`config.mk`:
```
export PLATFORM = sky130hd
export DESIGN_NAME = line_sag_guard
export DESIGN_NICKNAME = d
export VERILOG_FILES = /design/src/rtl/sag_pkg.sv /design/src/rtl/sag_tick_gen.sv /design/src/rtl/sag_level_cmp.sv /design/src/rtl/sag_qual_timer.sv /design/src/rtl/line_sag_guard.sv
export SDC_FILE = /design/constraint.sdc
export NUM_CORES = 1
export LEC_CHECK = 0
export BUFFER_PORTS_ARGS = -buffer_cell sky130_fd_sc_hd__buf_4
export CORE_ASPECT_RATIO = 0.75
export CORE_MARGIN = 1
export CORE_UTILIZATION = 58
export DETAILED_ROUTE_END_ITERATION = 6
export PLACE_DENSITY = 0.85
export SLEW_MARGIN = 30
export SYNTH_ARGS = -nofsm -noshare
export SYNTH_HDL_FRONTEND = slang
export SYNTH_SLANG_ARGS = --single-unit
```
`constraint.sdc`:
```
create_clock -name clk -period 3.05 [get_ports clk]
set_input_delay 0.61 -clock clk [delete_from_list [all_inputs] [get_ports clk]]
set_output_delay 0.61 -clock clk [all_outputs]
set_load 0.005 [all_outputs]
```
`src/rtl/sag_pkg.sv`:
```
package sag_pkg;

    typedef enum logic {
        ST_RUN   = 1'b0,
        ST_BROWN = 1'b1
    } sag_state_e;

    typedef struct packed {
        logic below;
        logic above;
    } sag_cmp_t;

endpackage

```
`src/rtl/sag_tick_gen.sv`:
```
module sag_tick_gen #(
    parameter int DIV = 8
) (
    input  logic clk,
    input  logic rst_n,
    output logic tick
);
    localparam int DIV_W = (DIV > 1) ? $clog2(DIV) : 1;
    localparam logic [DIV_W-1:0] LAST = DIV_W'(DIV - 1);

    typedef struct packed {
        logic [DIV_W-1:0] cnt;
    } tick_reg_t;

    tick_reg_t r_d, r_q;

    always_comb begin
        r_d = r_q;
        if (r_q.cnt == LAST) begin
            r_d.cnt = '0;
        end else begin
            r_d.cnt = r_q.cnt + 1'b1;
        end
    end

    always_ff @(posedge clk or negedge rst_n) begin
        if (!rst_n) begin
            r_q <= '0;
        end else begin
            r_q <= r_d;
        end
    end

    assign tick = (r_q.cnt == LAST);

endmodule

```
`src/rtl/sag_level_cmp.sv`:
```
module sag_level_cmp
    import sag_pkg::*;
#(
    parameter int LEVEL_W = 12
) (
    input  logic               clk,
    input  logic               rst_n,
    input  logic               valid,
    input  logic [LEVEL_W-1:0] level,
    input  logic [LEVEL_W-1:0] thr_low,
    input  logic [LEVEL_W-1:0] thr_high,
    output logic               below,
    output logic               above
);
    sag_cmp_t r_d, r_q;

    always_comb begin
        r_d = r_q;
        if (valid) begin
            r_d.below = (level < thr_low);
            r_d.above = (level > thr_high);
        end
    end

    always_ff @(posedge clk or negedge rst_n) begin
        if (!rst_n) begin
            r_q <= '0;
        end else begin
            r_q <= r_d;
        end
    end

    assign below = r_q.below;
    assign above = r_q.above;

endmodule

```
`src/rtl/sag_qual_timer.sv`:
```
module sag_qual_timer #(
    parameter int QUAL_TICKS = 56,
    parameter int CNT_W      = 6
) (
    input  logic             clk,
    input  logic             rst_n,
    input  logic             arm,
    input  logic             tick,
    input  logic             clear,
    output logic             done,
    output logic [CNT_W-1:0] count
);
    localparam logic [CNT_W-1:0] LIMIT = CNT_W'(QUAL_TICKS);

    typedef struct packed {
        logic [CNT_W-1:0] cnt;
    } qual_reg_t;

    qual_reg_t r_d, r_q;

    always_comb begin
        r_d = r_q;
        if (clear || !arm) begin
            r_d.cnt = '0;
        end else if (tick && (r_q.cnt < LIMIT)) begin
            r_d.cnt = r_q.cnt + 1'b1;
        end
    end

    always_ff @(posedge clk or negedge rst_n) begin
        if (!rst_n) begin
            r_q <= '0;
        end else begin
            r_q <= r_d;
        end
    end

    assign done  = arm && (r_q.cnt == LIMIT);
    assign count = r_q.cnt;

endmodule

```
`src/rtl/line_sag_guard.sv`:
```
module line_sag_guard
    import sag_pkg::*;
#(
    parameter int LEVEL_W    = 12,
    parameter int CLK_HZ     = 50_000_000,
    parameter int TICK_HZ    = 1000,
    parameter int QUAL_TICKS = 56
) (
    input  logic               clk,
    input  logic               rst_n,
    input  logic               valid,
    input  logic [LEVEL_W-1:0] level,
    input  logic [LEVEL_W-1:0] thr_low,
    input  logic [LEVEL_W-1:0] thr_high,
    output logic               gate_off,
    output logic               standby_req
);
    localparam int DIV   = CLK_HZ / TICK_HZ;
    localparam int CNT_W = $clog2(QUAL_TICKS + 1);

    typedef struct packed {
        sag_state_e state;
    } fsm_reg_t;

    logic             tick;
    logic             below;
    logic             above;
    logic             arm;
    logic             done;
    logic [CNT_W-1:0] qual_cnt;
    fsm_reg_t         r_d, r_q;

    sag_tick_gen #(
        .DIV (DIV)
    ) u_tick (
        .clk   (clk),
        .rst_n (rst_n),
        .tick  (tick)
    );

    sag_level_cmp #(
        .LEVEL_W (LEVEL_W)
    ) u_cmp (
        .clk      (clk),
        .rst_n    (rst_n),
        .valid    (valid),
        .level    (level),
        .thr_low  (thr_low),
        .thr_high (thr_high),
        .below    (below),
        .above    (above)
    );

    // Pick the condition that qualifies a change from the current state.
    always_comb begin
        arm = (r_q.state == ST_RUN) ? below : above;
    end

    sag_qual_timer #(
        .QUAL_TICKS (QUAL_TICKS),
        .CNT_W      (CNT_W)
    ) u_qual (
        .clk   (clk),
        .rst_n (rst_n),
        .arm   (arm),
        .tick  (tick),
        .clear (done),
        .done  (done),
        .count (qual_cnt)
    );

    always_comb begin
        r_d = r_q;
        if (done) begin
            r_d.state = (r_q.state == ST_RUN) ? ST_BROWN : ST_RUN;
        end
    end

    always_ff @(posedge clk or negedge rst_n) begin
        if (!rst_n) begin
            r_q.state <= ST_BROWN;
        end else begin
            r_q <= r_d;
        end
    end

    assign gate_off    = (r_q.state == ST_BROWN);
    assign standby_req = (r_q.state == ST_BROWN);

endmodule

```
==> metrics <==
Final Worst Setup Slack=847.2 ps; HPWL Detailed=3261 um; Max FO, Critical Path=15; clk_lat worst skew=280 ps; Layout fillers=196; Setup violations, final=0; Port Buffers=40; ANT cells=0; r2r worst-path depth=5; CTS root buffer=clkbuf_8; syn nets=261; share of cells above drive strength 1=0.2043; Pint=around 0.49 mW; cts bufs inserted=3; Worst setup startpoint=u_tick.r_q[10]$_DFF_PN0_; max_slew headroom=0.5036; Place WS=841.4 ps; setup TNS=0 ps; Post-synth top flop=dfrtp_1; Final Hold Viols=0; via count=1502; #FFs+latches synth=25; Die Width=65.78 um; aggregate global routing overflow=0; Worst setup EP type=register; NetSw=0.1717 mW; Post-Syn Area=1769 um2; CTS resizes=0; DRT Pass-1 Iters=4; commonest non-fill, non-tap cell in the layout=buf_4; worst hold slack=218.7 ps; Post-layout nets=301; vias per inst=5.542; sequential fraction of design power=0.509; total leakage power=about 1.1 nW; peak supply drop=289.7 uV; CP top delay family=simple AND/OR/NAND/NOR gates; routability congestion estimate=0.8806; Residual DRC=0; Hold WC Path Type=in -> async; Max clock buf depth=2; register area share after synthesis=0.3543; synth unique cells=37; final wirelength=3881 um; die height=around 50 um; CORE AREA=2743 um2; initial antenna violation count=0; register area=626.9 um2; Critical Path AT=2410 ps; GRT Total Usage=0.2669; clock skew=between 10 and 15 ps; max cap viols=0; crit path capture=u_qual.count[2]$_DFFE_PN0P_; Avg WL per Cell=14.32 um; Clock H-tree levels=1; IO Pins=41; P per Cell Area=310.8 nW/um2; RSZ-0062 raised after global routing=false; Clock Sinks=25; CP cell instances=or4b_4 > nor4_4 > nand3_1 > xor2_1 > nor2_1; minimum clock period=between 2000 and 2500 ps; Fmax=0.4540 GHz; number of flops mapped to enable cells by yosys=0; DRT iter0 DRCs=102; r2r startpoint=u_tick.r_q[10]$_DFF_PN0_; type of origin of the critical path=register; R2R Path End=u_qual.count[2]$_DFFE_PN0P_; largest net degree at the start of global routing=26; Bufs and invs on worst path=0; Clock power frac=0.306; Initial Util=0.6451; global-route wire length before repair=6734 um; CP max-delay cell=nor4_4; Yosys warnings=0; status=completed; post-route ant nets=0; WP depth=5; Syn Inst Count=roughly 200; fin crit share=0.7222; Slew Limit Fails=0; Area Growth Syn to Fin=20.58%; vias in the first global route=between 1.5k and 2k; Required @ worst endpoint=3260 ps; Sw Ratio=0.2589; CP Class=reg -> reg; commonest cells after routing, fill and taps aside=buf_4 (40), inv_1 (27), ha_1 (26); area of the multi-input gates=around 1000 um2; worst-margin pin slew=739.1 ps; Clock transition at path regs=100 ps; cts hold-fix bufs=0; Mean Syn Cell Area=about 9 um2; die area=3278 um2; Comb pwr share=0.185; CTS tree=done; CP max stage delay=690 ps; Post-synth ARST share=1.000; setup bufs post-CTS=0; # rows=16; Worst R2R Setup Slack=850 ps
[sequential cells by signal, indices dropped and copies added (netlist names)]
name          cells
gate_off          1
u_cmp.below       1
u_tick.r_q       16
u_qual.count      6
u_cmp.above       1
[worst min-delay path by stage]
stage | from | slack, ps | end | cells past startpoint
3_5_place_dp | u_cmp.above$_DFFE_PN0P_ | 440 | gate_off$_DFFE_PN1P_ | 1
6_report | rst_n | 220 | u_qual.count[2]$_DFFE_PN0P_ | 1
3_3_place_gp | u_cmp.above$_DFFE_PN0P_ | 430 | gate_off$_DFFE_PN1P_ | 1
5_1_grt | rst_n | 230 | u_qual.count[2]$_DFFE_PN0P_ | 1
4_1_cts | rst_n | 230 | u_qual.count[0]$_DFFE_PN0P_ | 1
2_1_floorplan | rst_n | 310 | u_cmp.above$_DFFE_PN0P_ | 0
[power by group through the flow]
stage	Sequential [mW]	Clock (mW)	Combinational, mW
2_1_floorplan	0.344	0	0.0568
3_3_place_gp	0.344	0	0.113
3_5_place_dp	0.344	0	0.122
4_1_cts	0.338	0.203	0.123
5_1_grt	0.338	0.218	0.138
6_report	0.338	0.203	0.122
[synth_stat cells (all sizes together), types with 2 or more instances]
cell	count	area (um2)
inv	27	101.4
dfrtp	24	600.6
and3	5	31.28
nand2	14	52.55
o21ai	7	35.03
a211oi	3	22.52
a21oi	10	50.05
buf	2	18.77
clkbuf	3	11.26
nor2b	2	12.51
and4	2	17.52
xnor2	9	78.83
or4b	2	23.77
nor2	17	63.81
nand4	5	31.28
or3	2	12.51
xor2	7	61.31
nand3	11	55.05
nor3	3	15.01
ha	26	325.3
[area by class of cell]
cell class	count	area share
multi-input cells	139	0.4739
flip-flops and latches	25	0.2938
repair buffers	40	0.1408
inverters	27	0.04751
well taps	36	0.02111
clock buffers	3	0.01935
clock inverters	1	0.003519
[routing by layer]
metal	up-vias	GRT usage	part of all wire
met4	0	0.05072	0.0044
met5	-	0	0
met2	39	0.4422	0.49
met3	2	0.04398	0.035
li1	750	-	-
met1	711	0.3667	0.47
[worst reg2reg max path, delay by kind of cell, from the launching register on]
| family | cells | cell delay, ps |
|---|---|---|
| and+or+nand+nor | 4 | 1530 |
| DFF | 1 | 430 |
| xor gates and xnor gates | 1 | 180 |
[kinds of logic after synthesis]
group	Yosys count	share of synthesized area
and+or+nand+nor	69	0.2100
DFF	25	0.3543
xor gates and xnor gates	16	0.07921
AOI/OAI and AO/OA	27	0.09265
buffers and inverters	32	0.07426
adders and majority gates	26	0.1839
muxes	1	0.005658
[through the flow]
| stage | instances | total power [mW] | instance area [um2] | utilization |
|---|---|---|---|---|
| final | 271 | 0.6631 | 2133 | 0.7778 |
| after global routing | 271 | 0.6941 | 2133 | 0.7778 |
| after CTS | 271 | 0.6637 | 2133 | 0.7778 |
| after detailed placement | 267 | 0.4663 | 2085 | 0.7600 |
| after global placement | 267 | 0.4574 | 2085 | 0.7600 |
| after floorplan | 196 | 0.4004 | 1769 | - |
No activity file was read; power rests on OpenSTA's default activity.
